**config.mk**
```make
export PLATFORM = sky130hd
export DESIGN_NAME = idx_remap
export DESIGN_NICKNAME = d
export VERILOG_FILES = /design/src/rtl/idx_remap_pkg.sv /design/src/rtl/idx_remap_ctrl.sv /design/src/rtl/idx_remap_dp.sv /design/src/rtl/idx_remap.sv
export SDC_FILE = /design/constraint.sdc
export NUM_CORES = 1
export LEC_CHECK = 0
export BUFFER_PORTS_ARGS = -buffer_cell sky130_fd_sc_hd__buf_2
export CAP_MARGIN = 20
export CELL_PAD_IN_SITES_DETAIL_PLACEMENT = 1
export CELL_PAD_IN_SITES_GLOBAL_PLACEMENT = 1
export CORE_UTILIZATION = 22
export CTS_CLUSTER_DIAMETER = 60
export DETAILED_ROUTE_END_ITERATION = 10
export GPL_ROUTABILITY_DRIVEN = 0
export GPL_TIMING_DRIVEN = 1
export PLACE_DENSITY_LB_ADDON = 0.1
export SLEW_MARGIN = 5
export SYNTH_ARGS = -nofsm -noshare
export SYNTH_HDL_FRONTEND = slang
export SYNTH_SLANG_ARGS = --single-unit
```
**constraint.sdc**
```tcl
create_clock -name clk -period 1.7 [get_ports clk]
set_clock_uncertainty 0.15 [all_clocks]
set_input_delay 0.255 -clock clk [delete_from_list [all_inputs] [get_ports clk]]
set_output_delay 0.255 -clock clk [all_outputs]
set_load 0.01 [all_outputs]
```
**src/rtl/idx_remap_pkg.sv**
```systemverilog
package idx_remap_pkg;

  // Which index register the held prefix selects.
  typedef enum logic [1:0] {
    IDX_NONE = 2'd0,
    IDX_X    = 2'd1,
    IDX_Y    = 2'd2
  } idxSel_e;

  // Strobes from the prefix tracker to the remapping datapath.
  typedef struct packed {
    logic active;
    logic useIy;
  } ctrlStrobes_t;

  localparam int SEL8W  = 3;
  localparam int SEL16W = 2;
  localparam int OUT8W  = SEL8W + 1;
  localparam int OUT16W = SEL16W + 1;

  localparam logic [SEL8W-1:0]  CODE_HIGH = 3'd4;
  localparam logic [SEL8W-1:0]  CODE_LOW  = 3'd5;
  localparam logic [SEL8W-1:0]  CODE_MEM  = 3'd6;
  localparam logic [SEL16W-1:0] PAIR_HL   = 2'd2;

endpackage

```
**src/rtl/idx_remap_ctrl.sv**
```systemverilog
module idx_remap_ctrl
  import idx_remap_pkg::*;
#(
  parameter int             OPW   = 8,
  parameter logic [OPW-1:0] PFX_X = 8'hDD,
  parameter logic [OPW-1:0] PFX_Y = 8'hFD
) (
  input  logic           clk,
  input  logic           rstN,
  input  logic           fetchValid,
  input  logic [OPW-1:0] fetchByte,
  output ctrlStrobes_t   strobes
);

  idxSel_e pendQ;
  idxSel_e actQ;
  logic    hitX;
  logic    hitY;

  assign hitX = (fetchByte == PFX_X);
  assign hitY = (fetchByte == PFX_Y);

  // A prefix byte only arms the pending slot; the following non-prefix
  // fetch moves it into the active slot for the whole instruction.
  always_ff @(posedge clk) begin
    if (!rstN) begin
      pendQ <= IDX_NONE;
      actQ  <= IDX_NONE;
    end else if (fetchValid) begin
      if (hitX) begin
        pendQ <= IDX_X;
        actQ  <= IDX_NONE;
      end else if (hitY) begin
        pendQ <= IDX_Y;
        actQ  <= IDX_NONE;
      end else begin
        actQ  <= pendQ;
        pendQ <= IDX_NONE;
      end
    end
  end

  assign strobes.active = (actQ != IDX_NONE);
  assign strobes.useIy  = (actQ == IDX_Y);

  AST_PREFIX_BYTE_IDLE: assert property (@(posedge clk) disable iff (!rstN)
    fetchValid && (hitX || hitY) |=> !strobes.active);

  AST_LAST_PREFIX_WINS: assert property (@(posedge clk) disable iff (!rstN)
    fetchValid && hitY |=> pendQ == IDX_Y);

  AST_NO_FETCH_HOLD: assert property (@(posedge clk) disable iff (!rstN)
    !fetchValid |=> $stable(actQ) && $stable(pendQ));

  AST_RELEASE_NEXT: assert property (@(posedge clk) disable iff (!rstN)
    fetchValid && !hitX && !hitY && pendQ == IDX_NONE |=> !strobes.active);

endmodule

```
**src/rtl/idx_remap_dp.sv**
```systemverilog
module idx_remap_dp
  import idx_remap_pkg::*;
#(
  parameter int NUM8 = 2
) (
  input  logic                   clk,
  input  logic                   rstN,
  input  ctrlStrobes_t           strobes,
  input  logic [NUM8*SEL8W-1:0]  sel8In,
  input  logic [SEL16W-1:0]      pairIn,
  output logic [NUM8*OUT8W-1:0]  sel8Out,
  output logic [OUT16W-1:0]      pairOut
);

  logic [NUM8-1:0] isMem;
  logic            memUsed;

  for (genvar g = 0; g < NUM8; g++) begin : gMemScan
    assign isMem[g] = (sel8In[g*SEL8W +: SEL8W] == CODE_MEM);
  end

  assign memUsed = |isMem;

  for (genvar g = 0; g < NUM8; g++) begin : gField
    logic [SEL8W-1:0] code;
    logic             isHalf;
    logic [OUT8W-1:0] mapped;

    assign code   = sel8In[g*SEL8W +: SEL8W];
    assign isHalf = (code == CODE_HIGH) || (code == CODE_LOW);

    always_comb begin
      mapped = {1'b0, code};
      if (strobes.active && !memUsed && isHalf) begin
        mapped = {1'b1, 1'b0, strobes.useIy, code == CODE_LOW};
      end
    end

    assign sel8Out[g*OUT8W +: OUT8W] = mapped;

    AST_IDLE_PLAIN: assert property (@(posedge clk) disable iff (!rstN)
      !strobes.active |-> !sel8Out[g*OUT8W + OUT8W - 1]);

    AST_MEM_BLOCKS: assert property (@(posedge clk) disable iff (!rstN)
      memUsed |-> !sel8Out[g*OUT8W + OUT8W - 1]);

    AST_OTHERS_KEEP: assert property (@(posedge clk) disable iff (!rstN)
      !isHalf |-> sel8Out[g*OUT8W +: OUT8W] == {1'b0, sel8In[g*SEL8W +: SEL8W]});
  end

  always_comb begin
    pairOut = {1'b0, pairIn};
    if (strobes.active && pairIn == PAIR_HL) begin
      pairOut = {1'b1, 1'b0, strobes.useIy};
    end
  end

  AST_PAIR_HL: assert property (@(posedge clk) disable iff (!rstN)
    strobes.active && pairIn == PAIR_HL |-> pairOut[OUT16W-1]);

  AST_PAIR_OTHERS: assert property (@(posedge clk) disable iff (!rstN)
    pairIn != PAIR_HL |-> !pairOut[OUT16W-1]);

endmodule

```
**src/rtl/idx_remap.sv**
```systemverilog
module idx_remap
  import idx_remap_pkg::*;
#(
  parameter int             OPW   = 8,
  parameter int             NUM8  = 2,
  parameter logic [OPW-1:0] PFX_X = 8'hDD,
  parameter logic [OPW-1:0] PFX_Y = 8'hFD
) (
  input  logic                  clk,
  input  logic                  rstN,
  input  logic                  fetchValid,
  input  logic [OPW-1:0]        fetchByte,
  input  logic [NUM8*3-1:0]     sel8In,
  input  logic [1:0]            pairIn,
  output logic [NUM8*4-1:0]     sel8Out,
  output logic [2:0]            pairOut,
  output logic                  prefixActive
);

  ctrlStrobes_t strobes;

  idx_remap_ctrl #(
    .OPW   (OPW),
    .PFX_X (PFX_X),
    .PFX_Y (PFX_Y)
  ) u_ctrl (
    .clk        (clk),
    .rstN       (rstN),
    .fetchValid (fetchValid),
    .fetchByte  (fetchByte),
    .strobes    (strobes)
  );

  idx_remap_dp #(
    .NUM8 (NUM8)
  ) u_dp (
    .clk     (clk),
    .rstN    (rstN),
    .strobes (strobes),
    .sel8In  (sel8In),
    .pairIn  (pairIn),
    .sel8Out (sel8Out),
    .pairOut (pairOut)
  );

  assign prefixActive = strobes.active;

endmodule

```
==> results.json, run 1 <==
{
  "outcome": "finished clean",
  "dr.pass1.iters": 2,
  "cts_tree": "built",
  "netSwitchingPower_w": 0.0000663,
  "p_leak_nw": 0.260,
  "cts.path.max_buffers": 2,
  "register_area_um2": 81.3,
  "ys.flop_type": "dfxtp_1",
  "holdPathEnd": "u_ctrl.pendQ[1]",
  "whs_ns": 0.155,
  "dieHeight_um": 39.9,
  "power_density_nw_per_um2": 548,
  "design.core.area_um2": 1320,
  "synth-seq-cells": 4,
  "pwr-share-seq": 0.347,
  "grt_first_pass_wirelength_um": 1200,
  "hold_path_class": "input pin to flip-flop",
  "synth_edf_count": 0,
  "grt_max_degree": 9,
  "avgSynthCellArea_um2": 8.08,
  "synth_common_cells": "nand3b_1 (6), o21ai_0 (5), dfxtp_1 (4)",
  "rsz0062_at_grt": "no",
  "clk_latency_ns": 0.23,
  "groute.layer.met2.usage": 0.193,
  "wl_um": 892,
  "yosys.area_share.xor_xnor": 0,
  "postPlaceCellArea_um2": 473,
  "grt_pass1_vias": 322,
  "cp_max_fo": 6,
  "std_cell_rows": 13,
  "synthToLayoutAreaGrowth_pct": 57.5,
  "multi_input_area_um2": 216,
  "fillers": 178,
  "finalHoldViolations": 0,
  "rr_startpoint": "u_ctrl.pendQ[1]",
  "synth_fa_ha_area_frac": 0,
  "drc": 0,
  "drt_iter0_markers": 5,
  "antenna_cells": 0,
  "grt_use_met3": 0.0568,
  "die_w_um": 39.9,
  "cts_root_buf": "clkbuf_4",
  "comb_power_share": 0.223,
  "synth_most_common_cell": "nand3b_1",
  "grt.total_usage": 0.117,
  "path_class": "flip-flop to output pin",
  "start_util": 0.239,
  "clk_pin_slew_ns": 0.03,
  "synthTopCellsByArea": "dfxtp_1 (25%), nand3b_1 (14%), nor4bb_4 (7.9%), o21ai_0 (7.9%), nand3_1 (4.8%)",
  "antenna_found_initial": 0,
  "routed_via_density": 4.77,
  "slew_headroom": 0.783,
  "overflow": 0,
  "pin_count": 31,
  "min_period_ns": 1.58,
  "arrival_ns": 1.18,
  "synth_compound_area_frac": 0.214,
  "worst-r2r-setup-slack_ns": 0.94,
  "postLayoutCellArea_um2": 497,
  "fin_util": 0.377,
  "cts_htree_levels": 1,
  "yosys.area_share.simple": 0.472,
  "finalPower_w": 0.000272,
  "top_usage_layer": "met2",
  "die_area_um2": 1590,
  "cts_buffers": 3,
  "cp.required_ns": 1.29,
  "worstSetupEndpointType": "output pin",
  "r2r_cells": 2,
  "syn_nets": 58,
  "fmax_mhz": 632,
  "dp_hpwl_um": 764,
  "vdd_drop_max_mv": 0.278,
  "grtUsageMet1": 0.124,
  "sw_frac_of_total": 0.243,
  "vias": 401,
  "clock_sinks": 4,
  "synth_area_um2": 315,
  "p_int_w": 0.000206,
  "synthMuxAreaShare": 0,
  "synthArstFlopShare": 0,
  "worst_setup_path_start_kind": "flip-flop",
  "final_layout_size_suffix_gt1_frac": 0.536,
  "fin_tns_setup_ns": 0,
  "ys_types": 21,
  "cap_violations": 0,
  "yosysWarnings": 0,
  "synth_top_area_frac": 0.254,
  "r2r-end": "u_ctrl.actQ[1]",
  "nets": 90,
  "cts_resized": 0,
  "synth_top_area_cell": "dfxtp_1",
  "cts_setup_buffers": 0,
  "portBuffers": 30,
  "whs_path_depth": 3,
  "setup-violations-final": 0,
  "ctsHoldBuffers": 0,
  "worstMarginPinSlew_ns": 0.325,
  "synth_top_family_by_area": "simple AND/OR/NAND/NOR gates",
  "wire_per_inst_um": 10.6,
  "synthCells": 39,
  "ant_nets": 0,
  "ys_seq_area_frac": 0.254,
  "p_clk_frac": 0.430,
  "slew_viol_final": 0,
  "worstHoldStart": "fetchByte[5]",
  "min_period_over_period": 0.930
}
[kinds of logic after synthesis]
group,count (synthesis)
compound gates,10
buf+inv,5
flops,4
simple gates,20
[worst max-delay path, stage by stage (launching register included)]
cell	delay, ns
dfxtp_2	0.33
nor2_2	0.29
nor4bb_4	0.09
nor2b_1	0.11
buf_2	0.13
[cell type report]
type	count	share of cell area
Tap cell	15	0.0378
Multi-Input combinational cell	30	0.436
Timing Repair Buffer	30	0.302
Clock buffer	3	0.0453
Inverter	2	0.0151
Sequential cell	4	0.164
[stage by stage]
| step | std cells | worst slack [ns] |
|---|---|---|
| after floorplan | 39 | 0.375 |
| after CTS | 84 | 0.0517 |
| after global placement | 81 | 0.318 |
| final | 84 | 0.119 |
| after detailed placement | 81 | 0.305 |
| after global routing | 84 | 0.0336 |
[worst max-delay path by stage]
| stage | startpoint | endpoint | slack, ns | cells after the start |
|---|---|---|---|---|
| 6_report | u_ctrl.actQ[1] | sel8Out[6] | 0.12 | 4 |
| 5_1_grt | u_ctrl.actQ[1] | sel8Out[6] | 0.03 | 4 |
| 4_1_cts | u_ctrl.actQ[1] | sel8Out[6] | 0.05 | 4 |
| 3_5_place_dp | u_ctrl.actQ[1] | sel8Out[6] | 0.31 | 4 |
| 3_3_place_gp | u_ctrl.actQ[1] | sel8Out[6] | 0.32 | 4 |
| 2_1_floorplan | u_ctrl.actQ[1] | sel8Out[6] | 0.37 | 3 |
[registers in the layout, indices dropped and copies added (netlist names)]
register      count
u_ctrl.actQ       2
u_ctrl.pendQ      2
[power groups by stage]
| stage | registers [W] | clock network (W) | logic [W] |
|---|---|---|---|
| floorplan | 0.0000960 | 0 | 0.0000255 |
| global placement | 0.0000960 | 0 | 0.0000610 |
| detailed placement | 0.0000960 | 0 | 0.0000610 |
| CTS | 0.0000945 | 0.000125 | 0.0000611 |
| global route | 0.0000943 | 0.000133 | 0.0000670 |
| finish | 0.0000945 | 0.000117 | 0.0000608 |
[placed cells by master (no fill, tap or decap), types with 2 or more instances in the layout]
master / count
nand3b_1: 6
nand3_1: 3
clkbuf_4: 3
dfxtp_1: 3
buf_2: 30
o21ai_0: 5
inv_1: 2
nand2_1: 2
[per-layer routing]
metal | part of all wire | wire, um
met1 | 0.44 | 395
met2 | 0.47 | 420
met3 | 0.084 | 75
met4 | 0 | 0
met5 | 0 | 0
No activity file was read; power rests on OpenSTA's default activity.
==> run 2: changes to the inputs <==
- CORE_UTILIZATION: 22 -> 21
- clock period: 1.7 -> 1.5 ns (I/O delays scaled with it)
==> results.json, run 2 (synthesized netlist as in run 1, its figures left out) <==
{
  "min_period_ns": 1.50,
  "layout_common_cells": "buf_2 (30), nand3b_1 (6), o21ai_0 (5), nand3_1 (3), clkbuf_4 (3)",
  "pin_count": 31,
  "cts_root_buf": "clkbuf_4",
  "grt.total_usage": 0.115,
  "cp_cell_sequence": "nor2_4, nor4bb_4, nor2b_1, buf_2",
  "cp_max_fo": 6,
  "fmax_mhz": 668,
  "cp_num_buf_inv": 1,
  "grt_max_degree": 9,
  "clock_sinks": 4,
  "wire_per_inst_um": 10.7,
  "dieHeight_um": 40.8,
  "vias": 411,
  "dr.pass1.iters": 2,
  "design.core.area_um2": 1350,
  "cpLargestDelayFamily": "simple AND/OR/NAND/NOR gates",
  "whs_ns": 0.120,
  "critPathMaxStageDelay_ns": 0.35,
  "fin_tns_setup_ns": 0,
  "overflow": 0,
  "post-place-cells": 82,
  "postPlaceCellArea_um2": 480,
  "setup-violations-final": 0,
  "drc": 0,
  "worst_setup_path_start_kind": "flip-flop",
  "ant_nets": 0,
  "cts_tree": "built",
  "cts.path.max_buffers": 2,
  "slew_headroom": 0.824,
  "path_class": "flip-flop to output pin",
  "outcome": "finished clean",
  "nets": 91,
  "min_period_over_period": 0.998,
  "clk_latency_ns": 0.23,
  "cts_htree_levels": 1,
  "die_area_um2": 1660,
  "reg.largest.list": "u_ctrl.actQ: 2 flops, u_ctrl.pendQ: 2 flops",
  "final_common_cell": "buf_2",
  "hold_path_class": "input pin to flip-flop",
  "wl_um": 911,
  "synthToLayoutAreaGrowth_pct": 61.9,
  "worstSetupEndpointType": "output pin",
  "finalHoldViolations": 0,
  "antenna_found_initial": 0,
  "worstMarginPinSlew_ns": 0.261,
  "postLayoutCellArea_um2": 510,
  "power_density_nw_per_um2": 604,
  "portBuffers": 30,
  "routed_via_density": 4.84,
  "fin_util": 0.378,
  "final_layout_size_suffix_gt1_frac": 0.557,
  "dp_hpwl_um": 770,
  "clk_pin_slew_ns": 0.04,
  "antenna_cells": 0,
  "slowest_stage": "dfxtp_2",
  "drt_iter0_markers": 2,
  "vdd_drop_max_mv": 0.608,
  "cts_buffers": 3,
  "p_leak_nw": 0.268,
  "std_cell_rows": 13,
  "finalNonFillerCells": 85,
  "arrival_ns": 1.12,
  "ctsHoldBuffers": 0,
  "slew_viol_final": 0,
  "die_w_um": 40.8,
  "cap_violations": 0,
  "start_util": 0.234,
  "rsz0062_at_grt": "yes",
  "grt_first_pass_wirelength_um": 1250,
  "cts_setup_buffers": 0,
  "grt_pass1_vias": 326,
  "cp.required_ns": 1.12
}
-- run 2: cell count changes in the layout (fill, tap and decap cells not counted), sizes merged --
cell  previous run  this run
buf             30        31
-- run 2: final timing paths --
kind                                       from               to  slack (ns)  cells after the start
worst max-delay path             u_ctrl.actQ[0]       sel8Out[6]       0.003                      4
worst min-delay path               fetchByte[5]  u_ctrl.pendQ[1]        0.12                      3
worst max register to register   u_ctrl.actQ[1]   u_ctrl.actQ[1]        0.62                      3
worst min register to register  u_ctrl.pendQ[1]   u_ctrl.actQ[1]        0.32                      2
-- run 2: area by class of cell --
cell class / count / area, um2
clock buffer: 3 / 22.5
fill: 182 / 840
inverter: 2 / 7.51
multi-input combinational: 30 / 221
sequential: 4 / 82.6
tap: 15 / 18.8
timing repair buffer: 31 / 158
-- run 2: worst register-to-register path: stages, from the launching register on --
cell and delay, ns:
dfxtp_2 0.32, buf_4 0.14, nand3b_1 0.08, o21ai_0 0.07
-- run 2: where the power goes --
part,switching (W),leakage (nW),internal (W)
Clock,0.0000425,0.0138,0.0000894
Combinational,0.0000325,0.221,0.0000371
Sequential,0.0000000756,0.0332,0.000107
-- run 2: timing repair --
action                                  4_1_cts  5_1_grt
gates cloned                                  0        0
endpoints found under the setup margin        3        2
gates resized for setup                       3        0
-- run 2: per-stage QoR --
stage	total power, W	setup WS (ns)
global placement	0.000178	0.189
finish	0.000309	0.00317
floorplan	0.000138	0.205
CTS	0.000315	-0.00196
global route	0.000335	-0.0467
detailed placement	0.000179	0.169
-- run 2: per-layer routing --
layer | routed length (um) | vias up | track usage
met1 | 400 | 177 | 0.120
met3 | 133 | 0 | 0.0707
met2 | 377 | 25 | 0.194
li1 | - | 209 | -
met5 | 0 | - | 0
met4 | 0 | 0 | 0.0250
==> run 3: changes to the inputs <==
- CORE_UTILIZATION: 21 -> 20
- SYNTH_HIERARCHICAL: default -> 1
==> results.json, run 3 <==
{
  "grt_first_pass_wirelength_um": 1460,
  "whs_ns": 0.131,
  "violations": "negative setup slack",
  "reg.largest.list": "u_ctrl/actQ: 2 flops, u_ctrl/pendQ: 2 flops",
  "rsz0062_at_grt": "yes",
  "ys.flop_type": "dfxtp_1",
  "cpLargestDelayFamily": "simple AND/OR/NAND/NOR gates",
  "synth_top_family_by_area": "simple AND/OR/NAND/NOR gates",
  "synth_compound_area_frac": 0.198,
  "std_cell_rows": 13,
  "p_leak_nw": 0.263,
  "rr_startpoint": "u_ctrl/actQ[0]",
  "clock_sinks": 4,
  "fillers": 188,
  "drc": 0,
  "synth_top_area_frac": 0.258,
  "finalHoldViolations": 0,
  "path_class": "flip-flop to output pin",
  "fin_tns_setup_ns": -0.304,
  "slew_viol_final": 0,
  "cts_htree_levels": 1,
  "antenna_found_initial": 0,
  "vdd_drop_max_mv": 0.382,
  "setup-violations-final": 8,
  "slew_headroom": 0.892,
  "worst_slack_ns": -0.0847,
  "cp.required_ns": 1.12,
  "start_util": 0.227,
  "outcome": "complete, but fails checks",
  "drt_iter0_markers": 5,
  "dr.pass1.iters": 4,
  "avgSynthCellArea_um2": 7.76,
  "synth_area_um2": 310,
  "fin_util": 0.387,
  "synth_common_cells": "nand3_1 (5), nand3b_1 (5), dfxtp_1 (4)",
  "die_area_um2": 1710,
  "critPathMaxStageDelay_ns": 0.31,
  "cts_root_buf": "clkbuf_4",
  "synthCells": 40,
  "synth_edf_count": 0,
  "dieHeight_um": 41.4,
  "worstMarginPinSlew_ns": 0.161,
  "min_period_over_period": 1.06,
  "die_w_um": 41.4,
  "synth_top_area_cell": "dfxtp_1",
  "cp_max_fo": 6,
  "cp_num_buf_inv": 1,
  "cap_violations": 0,
  "hold_path_class": "input pin to flip-flop",
  "synthArstFlopShare": 0,
  "dp_hpwl_um": 820,
  "yosysWarnings": 6,
  "grt_max_degree": 9,
  "vias": 434,
  "final_layout_size_suffix_gt1_frac": 0.562,
  "syn_nets": 59,
  "ant_nets": 0,
  "cts_buffers": 3,
  "ctsHoldBuffers": 0,
  "worstHoldStart": "fetchByte[5]",
  "clk_pin_slew_ns": 0.04,
  "power_density_nw_per_um2": 579,
  "fmax_mhz": 631,
  "cp_cell_sequence": "or2_4, and3b_1, nor2b_1, buf_2",
  "grt_pass1_vias": 370,
  "startpoint": "u_ctrl/actQ[0]",
  "portBuffers": 30,
  "wl_um": 1010,
  "synthToLayoutAreaGrowth_pct": 70.6,
  "synthMuxAreaShare": 0,
  "pin_count": 31,
  "yosys.area_share.simple": 0.492,
  "ys_types": 19,
  "worst_setup_path_start_kind": "flip-flop",
  "final_common_cell": "buf_2",
  "wire_per_inst_um": 11.5,
  "ys_seq_area_frac": 0.258,
  "synthTopCellsByArea": "dfxtp_1 (26%), nand3b_1 (12%), and3b_1 (8.5%), nand3_1 (8.1%), o31a_1 (5.6%)",
  "slowest_stage": "dfxtp_2",
  "clk_latency_ns": 0.23,
  "layout_common_cells": "buf_2 (29), nand3_1 (5), nand3b_1 (5)",
  "overflow": 0,
  "register_area_um2": 81.3,
  "yosys.area_share.xor_xnor": 0,
  "worstSetupEndpointType": "output pin",
  "cts.path.max_buffers": 2,
  "arrival_ns": 1.21,
  "min_period_ns": 1.58,
  "routed_via_density": 4.93,
  "synth_fa_ha_area_frac": 0,
  "antenna_cells": 0,
  "multi_input_area_um2": 224,
  "cts_tree": "built",
  "nets": 94,
  "synth-seq-cells": 4,
  "design.core.area_um2": 1370,
  "grt.total_usage": 0.133
}
-- run 3: cell types whose count changed after synthesis, moves of 2 or more --
cell / before / now
nand3_1: 3 / 5
o21ai_0: 5 / 2
inv_1: 2 / 0
o21ai_1: 0 / 2
and3b_1: 0 / 3
-- run 3: path summary, 6_finish.rpt --
path                                   endpoint  slack [ns]  cells past startpoint
worst max register to register   u_ctrl/actQ[0]        0.66                      3
worst min-delay path            u_ctrl/pendQ[0]        0.13                      3
worst min register to register   u_ctrl/actQ[0]        0.32                      2
worst max-delay path                 pairOut[1]       -0.08                      4
-- run 3: metal layers --
metal  part of all wire  up-vias  track usage  routed length (um)
met5                  0        -            0                   0
met4                  0        0       0.0484                   0
met3              0.082        0       0.0479                  83
met2               0.49       19        0.254                 499
met1               0.42      196        0.130                 425
li1                   -      219            -                   -
-- run 3: report_power, final --
| part | internal (W) | leakage (nW) | total (W) | switching (W) |
|---|---|---|---|---|
| combinational | 0.0000366 | 0.216 | 0.0000681 | 0.0000315 |
| clock | 0.0000894 | 0.0138 | 0.000131 | 0.0000418 |
| sequential | 0.000107 | 0.0327 | 0.000107 | 0.0000000507 |
| total | 0.000233 | 0.263 | 0.000306 | 0.0000734 |
-- run 3: final cells by class --
cell class	instances	area share
Sequential cell	4	0.154
Tap cell	15	0.0355
Multi-Input combinational cell	32	0.423
Inverter	1	0.00709
Timing Repair Buffer	33	0.338
Clock buffer	3	0.0426
-- run 3: what timing repair did --
action / CTS / global route
endpoints found under the hold margin: 0 / 0
gates resized for setup: 5 / 0
pin swaps: 2 / 0
setup endpoints to repair: 9 / 9
setup buffers: 2 / 0
-- run 3: per-stage QoR --
step,total power (W),setup slack [ns],instance area [um2],cells
floorplan,0.000135,0.0151,310,40
CTS,0.000317,-0.103,529,88
finish,0.000306,-0.0847,529,88
global placement,0.000174,0.0575,474,83
detailed placement,0.000175,0.0383,474,83
global route,0.000329,-0.173,529,88
-- run 3: kinds of logic (layout without fill, tap and decap cells) --
logic type / after synthesis / in the layout
simple gates: 23 / 23
compound gates: 9 / 9
flops: 4 / 4
buf+inv: 4 / 37
-- run 3: worst min-delay path, cell delays in order --
cell,delay (ns)
buf_2,0.08
nand3b_1,0.09
o21ai_0,0.06
